### config.mk
export PLATFORM = sky130hd
export DESIGN_NAME = psram_pwr_seq
export DESIGN_NICKNAME = d
export VERILOG_FILES = /design/src/rtl/psram_pwr_pkg.sv /design/src/rtl/pps_wait_timer.sv /design/src/rtl/pps_dummy_reader.sv /design/src/rtl/psram_pwr_seq.sv
export SDC_FILE = /design/constraint.sdc
export NUM_CORES = 1
export LEC_CHECK = 0
export ABC_AREA = 1
export BUFFER_PORTS_ARGS = -buffer_cell sky130_fd_sc_hd__buf_2
export CAP_MARGIN = 15
export CORE_ASPECT_RATIO = 1.1
export CORE_MARGIN = 10
export CORE_UTILIZATION = 30
export DETAILED_ROUTE_END_ITERATION = 12
export PLACE_DENSITY = 0.58
export SETUP_SLACK_MARGIN = 0.02
export SLEW_MARGIN = 20
export SYNTH_ARGS = -nofsm -noshare
export SYNTH_HDL_FRONTEND = slang
export SYNTH_SLANG_ARGS = --single-unit
### constraint.sdc
create_clock -name clk -period 4.1 [get_ports clk]
set_input_delay 0.205 -clock clk [delete_from_list [all_inputs] [get_ports clk]]
set_output_delay 0.205 -clock clk [all_outputs]
set_load 0.1 [all_outputs]
### src/rtl/psram_pwr_pkg.sv
package psram_pwr_pkg;

  typedef enum logic [2:0] {
    PS_OFF     = 3'd0,
    PS_INIT    = 3'd1,
    PS_HOLD    = 3'd2,
    PS_DUMMY   = 3'd3,
    PS_ACTIVE  = 3'd4,
    PS_STANDBY = 3'd5,
    PS_DPD     = 3'd6
  } pwr_state_e;

  // Round a duration in ns up to whole clock cycles, never below one.
  function automatic int ns_to_cycles(input int ns, input int period_ps);
    int c;
    c = (ns * 1000 + period_ps - 1) / period_ps;
    return (c < 1) ? 1 : c;
  endfunction

  function automatic int max3(input int a, input int b, input int c);
    int m;
    m = (a > b) ? a : b;
    return (m > c) ? m : c;
  endfunction

endpackage

### src/rtl/pps_wait_timer.sv
module pps_wait_timer #(
  parameter int TW = 16
) (
  input  logic          clk,
  input  logic          rst,
  input  logic          load,
  input  logic [TW-1:0] load_val,
  output logic          expired
);

  logic [TW-1:0] cnt_q;

  always_ff @(posedge clk) begin
    if (rst) begin
      cnt_q <= '0;
    end else if (load) begin
      cnt_q <= load_val;
    end else if (cnt_q != '0) begin
      cnt_q <= cnt_q - 1'b1;
    end
  end

  assign expired = (cnt_q == '0);

endmodule

### src/rtl/pps_dummy_reader.sv
module pps_dummy_reader #(
  parameter int NREADS = 2
) (
  input  logic clk,
  input  logic rst,
  input  logic arm,
  input  logic keep,
  input  logic ack,
  output logic req,
  output logic done
);

  localparam int CW = (NREADS < 2) ? 1 : $clog2(NREADS + 1);
  localparam logic [CW-1:0] LAST = CW'(NREADS - 1);

  logic [CW-1:0] cnt_q;
  logic          req_q;
  logic          done_q;
  logic          last_ack;

  assign last_ack = req_q && ack && (cnt_q == LAST);

  always_ff @(posedge clk) begin
    if (rst) begin
      cnt_q  <= '0;
      req_q  <= 1'b0;
      done_q <= 1'b0;
    end else if (arm) begin
      cnt_q  <= '0;
      req_q  <= 1'b1;
      done_q <= 1'b0;
    end else if (!keep) begin
      req_q <= 1'b0;
    end else if (req_q && ack) begin
      cnt_q <= cnt_q + 1'b1;
      if (last_ack) begin
        req_q  <= 1'b0;
        done_q <= 1'b1;
      end
    end
  end

  assign req  = req_q;
  assign done = done_q;

endmodule

### src/rtl/psram_pwr_seq.sv
module psram_pwr_seq
  import psram_pwr_pkg::*;
#(
  parameter int CLK_PERIOD_PS = 10000,
  parameter int INIT_WAIT_NS  = 200000,
  parameter int HOLD_WAIT_NS  = 300000,
  parameter int DPD_MIN_NS    = 1000,
  parameter int WAKE_HOLD     = 0,
  parameter int DUMMY_READS   = 2
) (
  input  logic       clk,
  input  logic       rst,
  input  logic       pwr_good,
  input  logic       dpd_req,
  input  logic       wake_req,
  input  logic       clear_lost,
  input  logic       bus_ce_n,
  input  logic [1:0] bus_be_n,
  input  logic       dummy_rd_ack,
  output logic       mem_ce2,
  output logic       mem_ce1_n,
  output logic       ready,
  output logic       dummy_rd_req,
  output logic       data_lost,
  output logic [2:0] power_state
);

  localparam int INIT_CYC = ns_to_cycles(INIT_WAIT_NS, CLK_PERIOD_PS);
  localparam int HOLD_CYC = ns_to_cycles(HOLD_WAIT_NS, CLK_PERIOD_PS);
  localparam int DPD_CYC  = ns_to_cycles(DPD_MIN_NS, CLK_PERIOD_PS);
  localparam int MAX_CYC  = max3(INIT_CYC, HOLD_CYC, DPD_CYC);
  localparam int TW       = $clog2(MAX_CYC + 1);
  localparam pwr_state_e AFTER_INIT = (WAKE_HOLD != 0) ? PS_HOLD : PS_DUMMY;

  pwr_state_e    state_q, state_d, run_state, finish_state;
  logic          dpd_pend_q, wake_pend_q;
  logic          ce2_q, ce1_n_q, ready_q, lost_q;
  logic          tmr_load, tmr_expired;
  logic [TW-1:0] tmr_val;
  logic          rd_req, rd_done, rd_arm, rd_keep;
  logic          bus_quiet, waking;

  assign bus_quiet    = bus_ce_n || (&bus_be_n);
  assign run_state    = bus_quiet ? PS_STANDBY : PS_ACTIVE;
  assign finish_state = (dpd_pend_q || dpd_req) ? PS_DPD : run_state;
  assign waking       = (state_q == PS_INIT) || (state_q == PS_HOLD) ||
                        (state_q == PS_DUMMY);

  // Next-state selection
  always_comb begin
    state_d = state_q;
    unique case (state_q)
      PS_OFF:     state_d = PS_INIT;
      PS_INIT:    if (tmr_expired) state_d = AFTER_INIT;
      PS_HOLD:    if (tmr_expired) state_d = finish_state;
      PS_DUMMY:   if (rd_done) state_d = finish_state;
      PS_ACTIVE,
      PS_STANDBY: state_d = dpd_req ? PS_DPD : run_state;
      PS_DPD:     if (tmr_expired && (wake_pend_q || wake_req)) state_d = PS_INIT;
      default:    state_d = PS_OFF;
    endcase
    if (!pwr_good) state_d = PS_OFF;
  end

  // Interval timer, reloaded on every state change
  always_comb begin
    tmr_load = (state_d != state_q);
    unique case (state_d)
      PS_INIT: tmr_val = TW'(INIT_CYC - 1);
      PS_HOLD: tmr_val = TW'(HOLD_CYC - 1);
      PS_DPD:  tmr_val = TW'(DPD_CYC - 1);
      default: tmr_val = '0;
    endcase
  end

  pps_wait_timer #(.TW(TW)) u_timer (
    .clk      (clk),
    .rst      (rst),
    .load     (tmr_load),
    .load_val (tmr_val),
    .expired  (tmr_expired)
  );

  assign rd_arm  = (state_d == PS_DUMMY) && (state_q != PS_DUMMY);
  assign rd_keep = (state_d == PS_DUMMY);

  generate
    if (WAKE_HOLD == 0) begin : g_dummy
      pps_dummy_reader #(.NREADS(DUMMY_READS)) u_reader (
        .clk  (clk),
        .rst  (rst),
        .arm  (rd_arm),
        .keep (rd_keep),
        .ack  (dummy_rd_ack),
        .req  (rd_req),
        .done (rd_done)
      );
    end else begin : g_hold
      assign rd_req  = 1'b0;
      assign rd_done = 1'b0;
    end
  endgenerate

  // State, pending requests and registered outputs
  always_ff @(posedge clk) begin
    if (rst) begin
      state_q     <= PS_OFF;
      dpd_pend_q  <= 1'b0;
      wake_pend_q <= 1'b0;
      ce2_q       <= 1'b1;
      ce1_n_q     <= 1'b1;
      ready_q     <= 1'b0;
      lost_q      <= 1'b0;
    end else begin
      state_q <= state_d;

      if ((state_d == PS_DPD) || (state_d == PS_OFF)) begin
        dpd_pend_q <= 1'b0;
      end else if (dpd_req && waking) begin
        dpd_pend_q <= 1'b1;
      end

      if (state_d != PS_DPD) begin
        wake_pend_q <= 1'b0;
      end else if ((state_q == PS_DPD) && wake_req) begin
        wake_pend_q <= 1'b1;
      end

      ce2_q   <= (state_d != PS_DPD);
      ready_q <= (state_d == PS_ACTIVE) || (state_d == PS_STANDBY);
      if ((state_d == PS_ACTIVE) || (state_d == PS_STANDBY) || (state_d == PS_DUMMY)) begin
        ce1_n_q <= bus_ce_n;
      end else begin
        ce1_n_q <= 1'b1;
      end

      if ((state_d == PS_DPD) && (state_q != PS_DPD)) begin
        lost_q <= 1'b1;
      end else if (clear_lost) begin
        lost_q <= 1'b0;
      end
    end
  end

  assign mem_ce2      = ce2_q;
  assign mem_ce1_n    = ce1_n_q;
  assign ready        = ready_q;
  assign dummy_rd_req = rd_req;
  assign data_lost    = lost_q;
  assign power_state  = state_q;

endmodule

After elaboration in Yosys (flattened, before gate mapping)
Cells that the tools add are included.
{"block": "totals", "register_bits": 28, "in_bits": 10, "out_inout_bits": 8, "elab_cells": 81}
{"block": "op_classes", "addsub": 2, "eq_ne": 19, "n_mux": 18, "bitwise_logic": 1, "reduce_logical": 30}
{"operator": "case mux 15 bit (3 select lines)", "n": 1}
{"operator": "2-to-1 mux 15 bit", "n": 2}
{"operator": "equality test 3 bit, second input constant", "n": 6}
{"operator": "case mux 3 bit (6 select lines)", "n": 1}
{"operator": "zero test 15 bit", "n": 1}
{"operator": "2-to-1 mux 3 bit", "n": 5}
{"operator": "nonzero test 15 bit", "n": 1}
{"operator": "subtractor 15 x 1 -> 15 bit, second input constant", "n": 1}
{"operator": "equality test 3 x 2 -> 1 bit, second input constant", "n": 4}
{"operator": "OR reduction 2 bit", "n": 5}
{"operator": "!= test 3 x 2 -> 1 bit, second input constant", "n": 3}
{"operator": "logical OR 1 bit", "n": 8}
{"operator": "logical AND 1 bit", "n": 7}
{"operator": "2-to-1 mux 1 bit", "n": 7}
{"operator": "equality test 3 x 1 -> 1 bit, second input constant", "n": 2}
{"operator": "zero test 3 bit", "n": 2}
{"operator": "!= test 3 bit, second input constant", "n": 2}
{"operator": "AND reduction 2 bit", "n": 3}
{"operator": "2-to-1 mux 2 bit", "n": 2}
{"operator": "nonzero test 2 bit", "n": 2}
{"operator": "!= test 3 bit", "n": 1}
{"operator": "AND reduction 3 bit", "n": 1}
{"operator": "adder 2 x 1 -> 2 bit, second input constant", "n": 1}
{"operator": "equality test 2 x 1 -> 1 bit, second input constant", "n": 1}
{"operator": "NOT 1 bit", "n": 1}

Depth between registers and ports, before layout
Gate-level depths: netlist of run 1.
{"block": "depth", "word_depth": 12, "mapped_depth": 17, "depth_no_buf": 17}

Modules after synthesis
Synthesis of run 1 repeated with hierarchy kept, for this count alone.
{"block": "hier_totals", "cells_unflattened": 275, "area_unflattened_um2": 1806.7}
{"module": "pps_wait_timer", "n_inst": 1, "cells_each": 144, "area_per_inst_um2": 952.2, "seq_area_each_um2": 300.3}
{"module": "psram_pwr_seq", "n_inst": 1, "cells_each": 105, "area_per_inst_um2": 665.6, "seq_area_each_um2": 180.2}
{"module": "pps_dummy_reader", "n_inst": 1, "cells_each": 26, "area_per_inst_um2": 188.9, "seq_area_each_um2": 80.1}

Least setup slack after synthesis of run 1
Ideal clock, no wire load.
{"block": "synth_timing", "path_kind": "flip-flop to flip-flop", "start": "reg state_q[2], in the netlist power_state[2]", "end": "reg u_timer.cnt_q[10]", "setup_ns": 0.115, "t_arrival_ns": 2.434, "required_time_ns": 3.985, "setup_slack_ns": 1.551, "path_stages_with_launch": 14, "n_path_buf": 1, "path_cell_list": "dfxtp_1 -> buf_6 -> inv_4 -> nor3_2 -> nand4_1 -> nand3_2 -> nand2_2 -> nand2_2 -> nand2_4 -> nor2_8 -> nand3_4 -> nand2_4 -> inv_1 -> and2_1"}
{"block": "synth_via", "elab_chain_cells": 7, "elab_cells_between_ends": 21, "cone_classes": "10 x eq/ne; 8 x mux; 3 x reduce/logical"}
{"element": "start: declaration", "line": "psram_pwr_seq.sv:35", "source": "pwr_state_e state_q, state_d, run_state, finish_state;"}
{"element": "start signal: assignment", "line": "psram_pwr_seq.sv:115", "source": "state_q <= state_d;"}
{"element": "equality test 3 bit", "line": "psram_pwr_seq.sv:52", "source": "unique case (state_q)"}
{"element": "OR reduction 2 bit", "line": "psram_pwr_seq.sv:52"}
{"element": "case mux 3 bit (6 select lines)", "line": "psram_pwr_seq.sv:52"}
{"element": "2-to-1 mux 3 bit", "line": "psram_pwr_seq.sv:62", "source": "if (!pwr_good) state_d = PS_OFF;"}
{"element": "equality test 3 bit (tied with other cells)", "line": "psram_pwr_seq.sv:68", "source": "unique case (state_d)"}
{"element": "case mux 15 bit (3 select lines)", "line": "psram_pwr_seq.sv:68"}
{"element": "2-to-1 mux 15 bit", "line": "pps_wait_timer.sv:16", "source": "end else if (load) begin"}
{"element": "end signal: assignment", "line": "pps_wait_timer.sv:17", "source": "cnt_q <= load_val;"}
{"element": "end signal: assignment", "line": "pps_wait_timer.sv:19", "source": "cnt_q <= cnt_q - 1'b1;"}
{"element": "end: declaration", "line": "pps_wait_timer.sv:11", "source": "logic [TW-1:0] cnt_q;"}
Several ways; a longest one is shown, not always the timed one.
A chain may end at the register's enable or synchronous reset.

Final worst setup path of run 1
{"block": "layout_timing", "start": "reg state_q[2], in the netlist power_state[2]", "end": "reg u_timer.cnt_q[11]"}
Same word-level chain as after synthesis.

==> out/metrics.yaml, run 1 <==
antenna_left: 0
clock_skew_ns: 0.00289
fillers: 604
wl_um: 4000
synth-seq-cells: 28
dp_hpwl_um: 3170
path_class: "flop to flop"
fin_nets: 268
numCtsBuffers: 3
grt_pass1_vias: 1432
io_buffers: 17
synthCells: 236
path_delay_family: "simple AND/OR/NAND/NOR gates"
slew_headroom_pct: 67.2
path_clk_slew_ns: 0.09
critPathMaxFanout: 10
cp.required_ns: 4.27
diodes: 0
fp.dieH_um: 99.2
insertion_delay_ns: 0.28
max_freq_ghz: 0.450
finalCriticalPeriod_ns: 2.22
switchingPower_mw: 0.486
seqPwrFrac_pct: 33.6
crit_path_top_delay_cell: "dfxtp_1"
synth_cell_type_count: 33
htree_levels: 1
switching_share_pct: 44.2
vias: 1544
end_kind: "flop"
antenna_found_initial: 0
final_cells: 330
critPathLaunchType: "flop"
final_cell_mix: "nand2_1 (42), nor2_1 (33), dfxtp_1 (28)"
dr.pass1.iters: 4
post-route-drc-count: 0
start_util_pct: 31.3
cpPeakStageDelay_ns: 0.59
syn_area_um2: 1710
cts_setup_buffers: 0
drv_slew: 0
power_mw: 1.10
wl_per_cell_um: 12.1
finalCritPeriodShare_pct: 54.3
cts_hold_buf: 0
arrival_ns: 2.39
p_leak_nw: 0.876
hp-class: "primary input to flop"
core_um2: 5470
syn_to_final_growth_pct: 12.8
p_int_mw: 0.614
dieArea_um2: 9130
grt_pass1_wl_um: 6980
ir_drop_v: 0.000201
syn_avg_cell_area_um2: 7.25
die_w_um: 92.0
cts_root_buf: "clkbuf_8"
powerDensity_nw_per_um2: 570
drive_gt1_share_pct: 22.7
grt-ovfl-total: 0
yosysWarnings: 0
synth-async-reset-ratio_pct: 0
synthFlopType: "dfxtp_1"
gp_congestion: 0.936
vias_per_cell: 4.68
tritoncts: "yes"
max_slew.worst_pin.slew_ns: 0.495
cts.path.max_buffers: 2
rsz0062_at_grt: "no"
power.share.combinational_pct: 50.7
status: "complete, no violations"
fp-row-count: 28
grt_max_degree: 16
crit_chain: "inv_4 > nor3_2 > nand2_1 > nand3_2 > nand2_2 > nand2_2 > nand2_2 > nor2_8 > nand2_8 > inv_2 > nand2_1 > nand2_1 > nor2_1"
critPathBufInv: 2
grtUsageTotal_pct: 9.15
final_common_cell: "nand2_1"
drt_iter0_markers: 77
yosysSeqAreaShare_pct: 32.7
hold_viol_final: 0
syn-num-nets: 248
setup_tns_ns: 0
clock_power_share_pct: 15.6
top_level_ports: 18
final-setup-viol-count: 0
synth_edf_count: 0
drv_cap: 0
dp.cells: 326
cts_resized: 0
cts_sinks: 28
-- worst register-to-register path, cell delays in order, from the launching register on --
cell and delay, ns:
dfxtp_1 0.59, inv_4 0.09, nor3_2 0.31, nand2_1 0.12
nand3_2 0.08, nand2_2 0.09, nand2_2 0.08, nand2_2 0.09
nor2_8 0.23, nand2_8 0.12, inv_2 0.10, nand2_1 0.08
nand2_1 0.10, nor2_1 0.04
-- logic make-up (layout without fill, tap and decap cells) --
group	after synthesis	count (layout)	share of synthesized area, %
and+or+nand+nor	143	143	45.3
buffers and inverters	29	48	6.94
DFF	28	28	32.7
AOI/OAI and AO/OA	21	21	6.87
xor gates and xnor gates	13	13	6.65
adders and majority gates	2	2	1.46
-- through the flow --
stage          worst slack [ns]  instance area [um^2]  hold slack (ns)  utilization [%]
2_1_floorplan              1.55                  1710            0.276                -
3_3_place_gp               1.90                  1880            0.427             34.3
3_5_place_dp               1.88                  1880            0.422             34.3
4_1_cts                    1.87                  1930            0.122             35.3
5_1_grt                    1.58                  1930            0.148             35.3
6_report                   1.88                  1930            0.129             35.3
-- per-layer routing --
metal  vias to the layer above  track usage (%)  part of all wire, %
met2                        43             14.8                   47
li1                        800                -                    -
met1                       695             11.9                   47
met5                         -                0                    0
met4                         0             2.26                  1.2
met3                         6             2.26                  5.6
-- cells in the mapped netlist (4+ instances only) --
cell type	instances	share of area (%)
inv_1	23	5.0
xor2_1	7	3.6
nand2_2	12	4.4
a21oi_1	11	3.2
nor2_1	33	7.2
nor4_1	4	1.5
nand4_1	4	1.5
and2_1	4	1.5
nand3_1	17	5.0
nor3_1	7	2.0
xnor2_1	6	3.1
o21ai_1	4	1.2
nand2_1	42	9.2
nand2_4	4	2.6
dfxtp_1	28	33
-- state kept, by name (all words and copies together), names as in the netlist --
signal                  flops
g_dummy.u_reader.req        1
ready                       1
u_timer.cnt_q              15
mem_ce2                     1
data_lost                   1
power_state                 3
dpd_pend_q                  1
mem_ce1_n                   1
g_dummy.u_reader.done       1
wake_pend_q                 1
g_dummy.u_reader.cnt_q      2
-- worst paths after layout --
path / from / end / slack, ns / depth (start not counted)
worst max-delay path: power_state[2]$_SDFF_PP0_ / u_timer.cnt_q[11]$_SDFFE_PP0P_ / 1.88 / 13
worst min-delay path: bus_ce_n / mem_ce1_n$_SDFF_PP1_ / 0.13 / 3
worst max register to register: power_state[2]$_SDFF_PP0_ / u_timer.cnt_q[11]$_SDFFE_PP0P_ / 1.88 / 13
worst min register to register: wake_pend_q$_SDFFE_PP0P_ / wake_pend_q$_SDFFE_PP0P_ / 0.45 / 2
-- area by class of cell --
class / count / area (um^2) / area share (%)
clock buffer: 4 / 55.1 / 2.85
sequential: 28 / 561 / 29.0
timing repair buffer: 17 / 85.1 / 4.41
tap: 75 / 93.8 / 4.86
multi-input combinational: 179 / 1030 / 53.5
inverter: 27 / 104 / 5.38
-- power by group through the flow --
stage | Sequential [mW] | Combinational, mW | Clock [mW]
after floorplan | 0.375 | 0.448 | 0
after global placement | 0.377 | 0.560 | 0
after detailed placement | 0.375 | 0.554 | 0
after CTS | 0.370 | 0.558 | 0.182
after global routing | 0.378 | 0.627 | 0.192
final | 0.370 | 0.558 | 0.172
Note: power is estimated with default switching activity, not from simulation.
==> run 2: changes to the inputs <==
clock period = 2.1 ns   (was 4.1 ns; I/O delays follow)
==> out/metrics.yaml, run 2 (same netlist as run 1, synthesis figures left out) <==
dr.pass1.iters: 4  # unchanged
drive_gt1_share_pct: 34.2  # +11 points
hold_viol_final: 0  # unchanged
final-setup-viol-count: 0  # unchanged
hold-worst-slack_ns: 0.0395  # -0.0897 ns
grt-ovfl-total: 0  # unchanged
core_um2: 5470  # unchanged
dieArea_um2: 9130  # unchanged
fp-row-count: 28  # unchanged
critPathBufInv: 2  # unchanged
diodes: 0  # unchanged
numCtsBuffers: 3  # unchanged
wl_per_cell_um: 12.6  # +4.0%
path_class: "flop to flop"
placed_area_um2: 1940  # +3.4%
grt_pass1_wl_um: 7160  # +2.5%
max_slew.worst_pin.slew_ns: 0.528  # +0.0337 ns
wl_um: 4340  # +8.4%
start_util_pct: 31.3  # unchanged
drv_cap: 0  # unchanged
antenna_left: 0  # unchanged
switching_share_pct: 44.0  # -0.16 points
tritoncts: "yes"
end_kind: "flop"
critPathMaxFanout: 6  # -4
cts_sinks: 28  # unchanged
switchingPower_mw: 0.990  # +100%
grt_pass1_vias: 1594  # +11%
path_clk_slew_ns: 0.09  # about the same
drt_iter0_markers: 71  # -7.8%
grt_max_degree: 16  # unchanged
post-route-drc-count: 0  # unchanged
gp_congestion: 0.896  # -4.2%
fp.dieH_um: 99.2  # unchanged
finalCriticalPeriod_ns: 1.97  # -0.251 ns
drv_slew: 0  # unchanged
p_int_mw: 1.26  # +100%
crit_path_top_delay_cell: "dfxtp_2"
power.share.combinational_pct: 54.4  # +3.7 points
vias_per_cell: 4.63  # -1.1%
p_leak_nw: 0.943  # +7.7%
cts_root_buf: "clkbuf_8"
cts.path.max_buffers: 2  # unchanged
io_buffers: 17  # unchanged
vias: 1592  # +3.1%
cp_common_cell: "nand3_2"
arrival_ns: 2.19  # -0.20 ns
status: "complete, no violations"
largest_reg_flops: 15  # unchanged
grtUsageTotal_pct: 9.39  # +0.24 points
fillers: 601  # -0.50%
cpPeakStageDelay_ns: 0.34  # -0.25 ns
slew_headroom_pct: 64.4  # -2.8 points
path_delay_family: "simple AND/OR/NAND/NOR gates"
regMostFlops: "u_timer.cnt_q"
syn_to_final_growth_pct: 24.0
critPathLaunchType: "flop"
final_cell_mix: "nand2_1 (38), nor2_1 (28), dfxtp_1 (23)"
power_mw: 2.25  # +100%
cts_hold_buf: 0  # unchanged
seqPwrFrac_pct: 32.3  # -1.3 points
clock_skew_ns: 0.00333  # +0.000440 ns
die_w_um: 92.0  # unchanged
htree_levels: 1  # unchanged
clock_power_share_pct: 13.2  # -2.4 points
dp_hpwl_um: 3360  # +5.7%
top_level_ports: 18  # unchanged
hp-class: "primary input to flop"
insertion_delay_ns: 0.27  # about the same
max_freq_ghz: 0.507  # +13%
ir_drop_v: 0.000340  # +69%
final_common_cell: "nand2_1"
finalCritPeriodShare_pct: 94.0  # +40 points
fin_nets: 282  # +5.2%
crit_chain: "inv_4 > ha_4 > nand2_2 > nor2_4 > nand3_2 > nand2_1 > nand3_2 > nand3_2 > nand2_2 > nor2_8 > nand2_8 > buf_6 > o21ai_1 > and2_1"
final_area_um2: 2120  # +9.9%
cp.required_ns: 2.32  # -1.95 ns
powerDensity_nw_per_um2: 1060  # +86%
antenna_found_initial: 0  # unchanged
## run 2: cell types whose count changed in the layout (fill, tap and decap cells not counted), moves of 4 or more
cell / delta
buf_4: +13
dfxtp_1: -5
nand2_1: -4
nand2_2: +4
nor2_1: -5
nor2_2: +4
## run 2: area by class of cell
cell class                      count  area, um^2  area share (%)
Inverter                           27         109            5.13
Multi-Input combinational cell    179        1110            52.1
Tap cell                           75        93.8            4.42
Timing Repair Buffer               31         194            9.14
Clock buffer                        4        45.0            2.12
Sequential cell                    28         574            27.1
## run 2: through the flow
step             TNS, ns  std cells  utilization (%)  setup slack, ns
2_1_floorplan          0        236                -           0.0572
3_3_place_gp           0        333             35.5          0.00751
3_5_place_dp      -0.114        333             35.5          -0.0429
4_1_cts                0        340             36.9           0.0201
5_1_grt        -0.000959        344             38.8        -0.000959
6_report               0        344             38.8            0.127
## run 2: what timing repair did
action,CTS,global route
endpoints found under the setup margin,5,21
gates cloned,0,0
gates resized for setup,3,24
pin swaps,3,8
setup buffers,3,4
## run 2: final timing paths
check | start | endpoint | slack [ns] | cells after the start
setup reg to reg | u_timer.cnt_q[0]$_SDFFE_PP0P_ | u_timer.cnt_q[2]$_SDFFE_PP0P_ | 0.13 | 14
hold / removal | bus_ce_n | mem_ce1_n$_SDFF_PP1_ | 0.04 | 3
hold reg to reg | wake_pend_q$_SDFFE_PP0P_ | wake_pend_q$_SDFFE_PP0P_ | 0.46 | 2
setup / recovery | u_timer.cnt_q[0]$_SDFFE_PP0P_ | u_timer.cnt_q[2]$_SDFFE_PP0P_ | 0.13 | 14
## run 2: power by group through the flow
stage / Clock (mW) / Combinational [mW] / Sequential (mW)
final: 0.297 / 1.22 / 0.727
after global routing: 0.335 / 1.38 / 0.739
after CTS: 0.320 / 1.14 / 0.717
after detailed placement: 0 / 1.11 / 0.728
after global placement: 0 / 1.12 / 0.728
after floorplan: 0 / 0.875 / 0.729
## run 2: per-layer routing
metal	GRT usage (%)	up-vias	wire length [um]
met5	0	-	0
met4	4.63	0	140
met3	1.80	12	145
met2	16.2	29	2130
met1	10.8	716	1920
li1	-	835	-
## run 2: tightest hold or removal path, stage by stage
cell	delay, ns
buf_2	0.07
inv_1	0.04
nand3_1	0.06
